$ cat config.mk
export PLATFORM = sky130hd
export DESIGN_NAME = fu_issue_tracker
export DESIGN_NICKNAME = d
export VERILOG_FILES = /design/src/rtl/fu_pkg.sv /design/src/rtl/fu_class_alloc.sv /design/src/rtl/fu_pipe.sv /design/src/rtl/fu_issue_tracker.sv
export SDC_FILE = /design/constraint.sdc
export NUM_CORES = 1
export LEC_CHECK = 0
export ABC_AREA = 0
export ABC_CLOCK_PERIOD_IN_PS = 5710
export BUFFER_PORTS_ARGS = -buffer_cell sky130_fd_sc_hd__buf_4
export CAP_MARGIN = 10
export CORE_ASPECT_RATIO = 0.5
export CORE_MARGIN = 1
export CORE_UTILIZATION = 41
export DETAILED_ROUTE_END_ITERATION = 6
export GPL_TIMING_DRIVEN = 0
export SLEW_MARGIN = 10
export SYNTH_ARGS = -nofsm -noshare
export SYNTH_HDL_FRONTEND = slang
export SYNTH_SLANG_ARGS = --single-unit
$ cat constraint.sdc
create_clock -name clk -period 5.71 [get_ports clk]
set_clock_uncertainty 0.1 [all_clocks]
set_input_delay 1.142 -clock clk [delete_from_list [all_inputs] [get_ports clk]]
set_output_delay 1.142 -clock clk [all_outputs]
set_load 0.01 [all_outputs]
$ cat src/rtl/fu_pkg.sv
package fu_pkg;
    typedef enum logic [1:0] {
        FU_ALU = 2'd0,
        FU_MUL = 2'd1,
        FU_MEM = 2'd2,
        FU_FPU = 2'd3
    } fu_class_e;

    localparam int FU_NCLASS = 4;
endpackage

$ cat src/rtl/fu_class_alloc.sv
module fu_class_alloc #(
    parameter int N_SLOTS = 4,
    parameter int COUNT   = 4,
    parameter int TID_W   = 2,
    parameter int DST_W   = 5,
    parameter fu_pkg::fu_class_e CLS = fu_pkg::FU_ALU
) (
    input  logic                     clk,
    input  logic                     rst,
    input  logic [N_SLOTS-1:0]       req_valid,
    input  logic [N_SLOTS*2-1:0]     req_class,
    input  logic [N_SLOTS*TID_W-1:0] req_tid,
    input  logic [N_SLOTS*DST_W-1:0] req_dst,
    output logic [N_SLOTS-1:0]       grant,
    output logic [N_SLOTS-1:0]       deny,
    output logic [COUNT-1:0]         unit_valid,
    output logic [COUNT*TID_W-1:0]   unit_tid,
    output logic [COUNT*DST_W-1:0]   unit_dst
);
    int taken;

    // slot-order placement: k-th match of this class lands on unit k
    always_comb begin
        taken      = 0;
        grant      = '0;
        deny       = '0;
        unit_valid = '0;
        unit_tid   = '0;
        unit_dst   = '0;
        for (int s = 0; s < N_SLOTS; s++) begin
            if (req_valid[s] && (fu_pkg::fu_class_e'(req_class[s*2 +: 2]) == CLS)) begin
                if (taken < COUNT) begin
                    grant[s] = 1'b1;
                    for (int u = 0; u < COUNT; u++) begin
                        if (u == taken) begin
                            unit_valid[u]               = 1'b1;
                            unit_tid[u*TID_W +: TID_W]  = req_tid[s*TID_W +: TID_W];
                            unit_dst[u*DST_W +: DST_W]  = req_dst[s*DST_W +: DST_W];
                        end
                    end
                    taken = taken + 1;
                end else begin
                    deny[s] = 1'b1;
                end
            end
        end
    end

    assert_no_oversubscribe_R5: assert property (@(posedge clk) disable iff (rst)
        ($countones(unit_valid) == $countones(grant)) && ($countones(grant) <= COUNT));

    assert_grant_deny_disjoint_R5: assert property (@(posedge clk) disable iff (rst)
        ((grant & deny) == '0) && (((grant | deny) & ~req_valid) == '0));
endmodule

$ cat src/rtl/fu_pipe.sv
module fu_pipe #(
    parameter int LAT   = 1,
    parameter int TID_W = 2,
    parameter int DST_W = 5
) (
    input  logic             clk,
    input  logic             rst,
    input  logic             in_valid,
    input  logic [TID_W-1:0] in_tid,
    input  logic [DST_W-1:0] in_dst,
    output logic             out_valid,
    output logic [TID_W-1:0] out_tid,
    output logic [DST_W-1:0] out_dst
);
    logic [LAT-1:0]   stage_v;
    logic [TID_W-1:0] stage_t [LAT];
    logic [DST_W-1:0] stage_d [LAT];

    always_ff @(posedge clk) begin
        if (rst) begin
            stage_v <= '0;
            for (int i = 0; i < LAT; i++) begin
                stage_t[i] <= '0;
                stage_d[i] <= '0;
            end
        end else begin
            stage_v[0] <= in_valid;
            stage_t[0] <= in_tid;
            stage_d[0] <= in_dst;
            for (int i = 1; i < LAT; i++) begin
                stage_v[i] <= stage_v[i-1];
                stage_t[i] <= stage_t[i-1];
                stage_d[i] <= stage_d[i-1];
            end
        end
    end

    assign out_valid = stage_v[LAT-1];
    assign out_tid   = stage_t[LAT-1];
    assign out_dst   = stage_d[LAT-1];

    assert_reset_flush_R9: assert property (@(posedge clk) rst |=> !out_valid);

    generate
        if (LAT == 1) begin : g_single
            assert_one_cycle_latency_R1: assert property (@(posedge clk) disable iff (rst)
                !$past(rst) |-> (out_valid == $past(in_valid)));
        end
    endgenerate
endmodule

$ cat src/rtl/fu_issue_tracker.sv
module fu_issue_tracker #(
    parameter int N_SLOTS = 4,
    parameter int TID_W   = 2,
    parameter int DST_W   = 5,
    parameter int N_ALU   = 4,
    parameter int N_MUL   = 1,
    parameter int N_MEM   = 3,
    parameter int N_FPU   = 2,
    parameter int LAT_ALU = 1,
    parameter int LAT_MUL = 3,
    parameter int LAT_MEM = 2,
    parameter int LAT_FPU = 5,
    localparam int NU     = N_ALU + N_MUL + N_MEM + N_FPU,
    localparam int RC_W   = $clog2(N_SLOTS + 1)
) (
    input  logic                     clk,
    input  logic                     rst,
    input  logic [N_SLOTS-1:0]       req_valid,
    input  logic [N_SLOTS*2-1:0]     req_class,
    input  logic [N_SLOTS*TID_W-1:0] req_tid,
    input  logic [N_SLOTS*DST_W-1:0] req_dst,
    output logic [N_SLOTS-1:0]       req_accept,
    output logic [N_SLOTS-1:0]       req_reject,
    output logic [RC_W-1:0]          reject_count,
    output logic [NU-1:0]            cmp_valid,
    output logic [NU*TID_W-1:0]      cmp_tid,
    output logic [NU*DST_W-1:0]      cmp_dst
);
    import fu_pkg::*;

    localparam int CNT  [FU_NCLASS] = '{N_ALU, N_MUL, N_MEM, N_FPU};
    localparam int BASE [FU_NCLASS] = '{0, N_ALU, N_ALU + N_MUL, N_ALU + N_MUL + N_MEM};

    logic [N_SLOTS-1:0]  grant_c [FU_NCLASS];
    logic [N_SLOTS-1:0]  deny_c  [FU_NCLASS];
    logic [NU-1:0]       lane_v;
    logic [NU*TID_W-1:0] lane_t;
    logic [NU*DST_W-1:0] lane_d;

    generate
        for (genvar c = 0; c < FU_NCLASS; c++) begin : g_class
            fu_class_alloc #(
                .N_SLOTS (N_SLOTS),
                .COUNT   (CNT[c]),
                .TID_W   (TID_W),
                .DST_W   (DST_W),
                .CLS     (fu_class_e'(c))
            ) i_alloc (
                .clk        (clk),
                .rst        (rst),
                .req_valid  (req_valid),
                .req_class  (req_class),
                .req_tid    (req_tid),
                .req_dst    (req_dst),
                .grant      (grant_c[c]),
                .deny       (deny_c[c]),
                .unit_valid (lane_v[BASE[c] +: CNT[c]]),
                .unit_tid   (lane_t[BASE[c]*TID_W +: CNT[c]*TID_W]),
                .unit_dst   (lane_d[BASE[c]*DST_W +: CNT[c]*DST_W])
            );
        end

        for (genvar u = 0; u < NU; u++) begin : g_unit
            localparam int L = (u < BASE[1]) ? LAT_ALU :
                               (u < BASE[2]) ? LAT_MUL :
                               (u < BASE[3]) ? LAT_MEM : LAT_FPU;
            fu_pipe #(
                .LAT   (L),
                .TID_W (TID_W),
                .DST_W (DST_W)
            ) i_pipe (
                .clk       (clk),
                .rst       (rst),
                .in_valid  (lane_v[u]),
                .in_tid    (lane_t[u*TID_W +: TID_W]),
                .in_dst    (lane_d[u*DST_W +: DST_W]),
                .out_valid (cmp_valid[u]),
                .out_tid   (cmp_tid[u*TID_W +: TID_W]),
                .out_dst   (cmp_dst[u*DST_W +: DST_W])
            );
        end
    endgenerate

    always_comb begin
        req_accept = '0;
        req_reject = '0;
        for (int c = 0; c < FU_NCLASS; c++) begin
            req_accept = req_accept | grant_c[c];
            req_reject = req_reject | deny_c[c];
        end
    end

    always_comb begin
        reject_count = '0;
        for (int s = 0; s < N_SLOTS; s++) begin
            reject_count = reject_count + RC_W'(req_reject[s]);
        end
    end

    assert_every_valid_answered_R8: assert property (@(posedge clk) disable iff (rst)
        ((req_accept & req_reject) == '0) && ((req_accept | req_reject) == req_valid));

    assert_reject_count_matches_R8: assert property (@(posedge clk) disable iff (rst)
        $countones(req_reject) == int'(reject_count));

    assert_no_completion_after_reset_R9: assert property (@(posedge clk)
        rst |=> (cmp_valid == '0));
endmodule

==> out/qor.csv <==
metric;value;unit
outcome;finished clean;
Worst path depth;13;
vias per cell;5.26;
initial core utilization;0.420;
GRT overflow;0;
post-synthesis sequential area ratio;0.474;
Root Buffer;clkbuf_16;
largest net degree at the start of global routing;20;
deepest clock path buffer count;2;
post-route minimum period;5.42;ns
Slew @ Worst Pin;1.02;ns
HP Class;flip-flop to flip-flop;
# rows;35;
reg2reg setup slack;5.02;ns
Post-synth EDFFs;0;
Buf+Inv Stages, Crit Path;6;
worst path arrival time;4.18;ns
final setup margin;0.289;ns
hpwl dp;18000;um
Cell Pwr Density;294;nW/um^2
Synth cell types;65;
Finished Core Util;0.519;
Net Sw Frac;0.273;
CP delay by family, top;buffers and inverters;
routed via count;6383;
Routed WL;24300;um
setup violators final;0;
final worst path period share;0.949;
TritonCTS clock tree;yes;
Post-Synth XOR/XNOR Area;0;
share of cells above drive strength 1;0.253;
Worst-path clk slew;0.07;ns
ANT cells;0;
CTS resizes;0;
Crit path required time;4.47;ns
GRT Overall Usage;0.251;
R2R cell count;1;
Placed Instances;1182;
RSZ-0062 raised after global routing;false;
Top FF cell, synth;dfxtp_1;
Mapped Avg Cell Area;9.69;sq um
DRT antenna net count;0;
TritonRoute pass-1 iters;6;
area of the mapped netlist;7760;sq um
most frequent cells in the layout;184 x dfxtp_1, 176 x buf_4, 113 x nor2b_1, 50 x clkbuf_1, 38 x a21oi_1;
die area;19500;sq um
Fin. Hold Viols;0;
initial antenna violation count;0;
Syn. warnings;0;
number of global-route vias before repair;5735;
fraction of synthesized area in multiplexers;0.0247;
placed cell areas;9000;sq um
FMAX;184;MHz
Simple-Gate Fraction of Synth Area;0.215;
later-pin clock latency in the skew report;0.43;ns
first-pass GRT wire length;35800;um
Initial DRC Count;533;
P_int;2.05;mW
flops & latches, synth;184;
fin cells;1213;
Port Buffer Count;119;
Place WS;0.154;ns
Worst setup startpoint;req_class[2];
sequential share of power;0.468;
Crit-path slowest cell;and3_1;
post-cts hold buffer count;0;
routed len/inst;20.0;um
switching pwr;0.771;mW
post-CTS setup buffers;0;
die height;99.3;um
post-synthesis async set-or-reset flop share;0;
TNS Setup;0;ns
DR DRC count;0;
worst reg2reg endpoint;g_unit[6].i_pipe.stage_d[0][7]$_SDFF_PP0_;
Cell Chain, Critical Path;buf_4, clkbuf_1, and3_1, ha_1, and4b_1, clkbuf_1, clkbuf_2, nand3_1, nand4_1, o311ai_0, fa_1, inv_1, buf_4;
Worst Setup Path Type;primary input to output pin;
Synth Area in Adders;0.0229;
Slew headroom;0.312;
VDD IR max;0.000201;V
Slew Limit Fails;0;
Synth Area in Compound Gates;0.164;
clock share of power;0.429;
commonest non-fill, non-tap cell in the layout;dfxtp_1;
routability cong.;0.947;
Final nets;996;
synth-to-layout area growth;23.7;%
CTS buffer count;17;
htree depth;4;
die width;197;um
Worst setup EP type;output pin;
max incr delay on CP;0.51;ns
crit path capture;reject_count[0];
worst r2r src;g_unit[6].i_pipe.stage_d[0][2]$_SDFF_PP0_;
CTS Sinks;184;
MaxCap Viol Count;0;
largest family of logic cells by synthesized area;simple AND/OR/NAND/NOR gates;
Post-Layout Inst Area;9600;sq um
leakage;4.02;nW
core area;18500;sq um
io pins;133;
combinational power share;0.103;
Post-Syn Instances;801;
CP startpoint kind;primary input;
Crit Path Max Fanout;10;
==> sequential cells by signal (all words and copies together) (netlist names) <==
name                     flops
g_unit.i_pipe.stage_d      115
g_unit.i_pipe.stage_t       46
g_unit.i_pipe.stage_v       19
g_unit.i_pipe.out_valid      4
==> through the flow <==
stage | power [mW] | hold WS, ns
final | 2.82 | 0.330
after global routing | 2.92 | 0.343
after CTS | 2.84 | 0.329
after detailed placement | 1.63 | 0.320
after global placement | 1.63 | 0.316
after floorplan | 1.51 | 0.314
==> cell usage after synthesis (10+ instances only) <==
library cell  count  area share
o22ai_1          12      0.0097
dfxtp_1         184        0.47
nor2_1           31       0.015
ha_1             11       0.018
a221oi_1         14       0.016
a32oi_1          16       0.018
o21ai_0          11      0.0071
mux2i_1          18       0.023
nand2_1          25       0.012
nor2b_1         113       0.091
buf_4            56       0.054
nand3_1          33       0.021
a22o_1           13       0.015
and3_1           12      0.0097
clkbuf_1         51       0.025
a211oi_1         10      0.0097
a21oi_1          38       0.024
inv_1            21       0.010
==> per-layer routing <==
metal	GRT usage	share of wire
met5	0	0
met1	0.384	0.50
met2	0.339	0.39
met3	0.0654	0.092
met4	0.0745	0.016
==> worst min path at each step <==
stage	startpoint	end	slack, ns	cells after the start
after floorplan	g_unit[4].i_pipe.stage_d[0][5]$_SDFF_PP0_	g_unit[4].i_pipe.stage_d[0][10]$_SDFF_PP0_	0.31	1
after global placement	g_unit[9].i_pipe.stage_d[0][14]$_SDFF_PP0_	g_unit[9].i_pipe.stage_d[0][19]$_SDFF_PP0_	0.32	1
after detailed placement	g_unit[8].i_pipe.stage_d[0][5]$_SDFF_PP0_	g_unit[8].i_pipe.stage_d[0][10]$_SDFF_PP0_	0.32	1
after CTS	g_unit[8].i_pipe.stage_d[0][5]$_SDFF_PP0_	g_unit[8].i_pipe.stage_d[0][10]$_SDFF_PP0_	0.33	1
after global routing	g_unit[9].i_pipe.stage_d[0][10]$_SDFF_PP0_	g_unit[9].i_pipe.stage_d[0][15]$_SDFF_PP0_	0.34	1
final	g_unit[8].i_pipe.stage_d[0][5]$_SDFF_PP0_	g_unit[8].i_pipe.stage_d[0][10]$_SDFF_PP0_	0.33	1
==> power groups by stage <==
stage          clock network [mW]  registers (mW)  logic [mW]
2_1_floorplan                   0            1.35       0.159
3_3_place_gp                    0            1.35       0.283
3_5_place_dp                    0            1.35       0.283
4_1_cts                      1.23            1.32       0.284
5_1_grt                      1.29            1.32       0.308
6_report                     1.21            1.32       0.291
==> kinds of logic (layout without fill, tap and decap cells) <==
group / count (synthesis) / in the layout
adder cells (fa/ha/maj): 13 / 13
flip-flops: 184 / 184
multiplexers: 19 / 19
AND/OR/NAND/NOR: 270 / 270
buffers and inverters: 143 / 295
AO/OA/AOI/OAI: 171 / 171
other: 1 / 2
==> layout make-up <==
cell class / instances / area (sq um)
fillers: 1768 / 8880
flip-flops and latches: 184 / 3680
multi-input cells: 475 / 3330
repair buffers: 121 / 906
plain buffers: 118 / 672
clock buffers: 18 / 429
well taps: 259 / 324
clock inverters: 14 / 170
inverters: 24 / 90.1
Power figures use the tool's default switching activity.
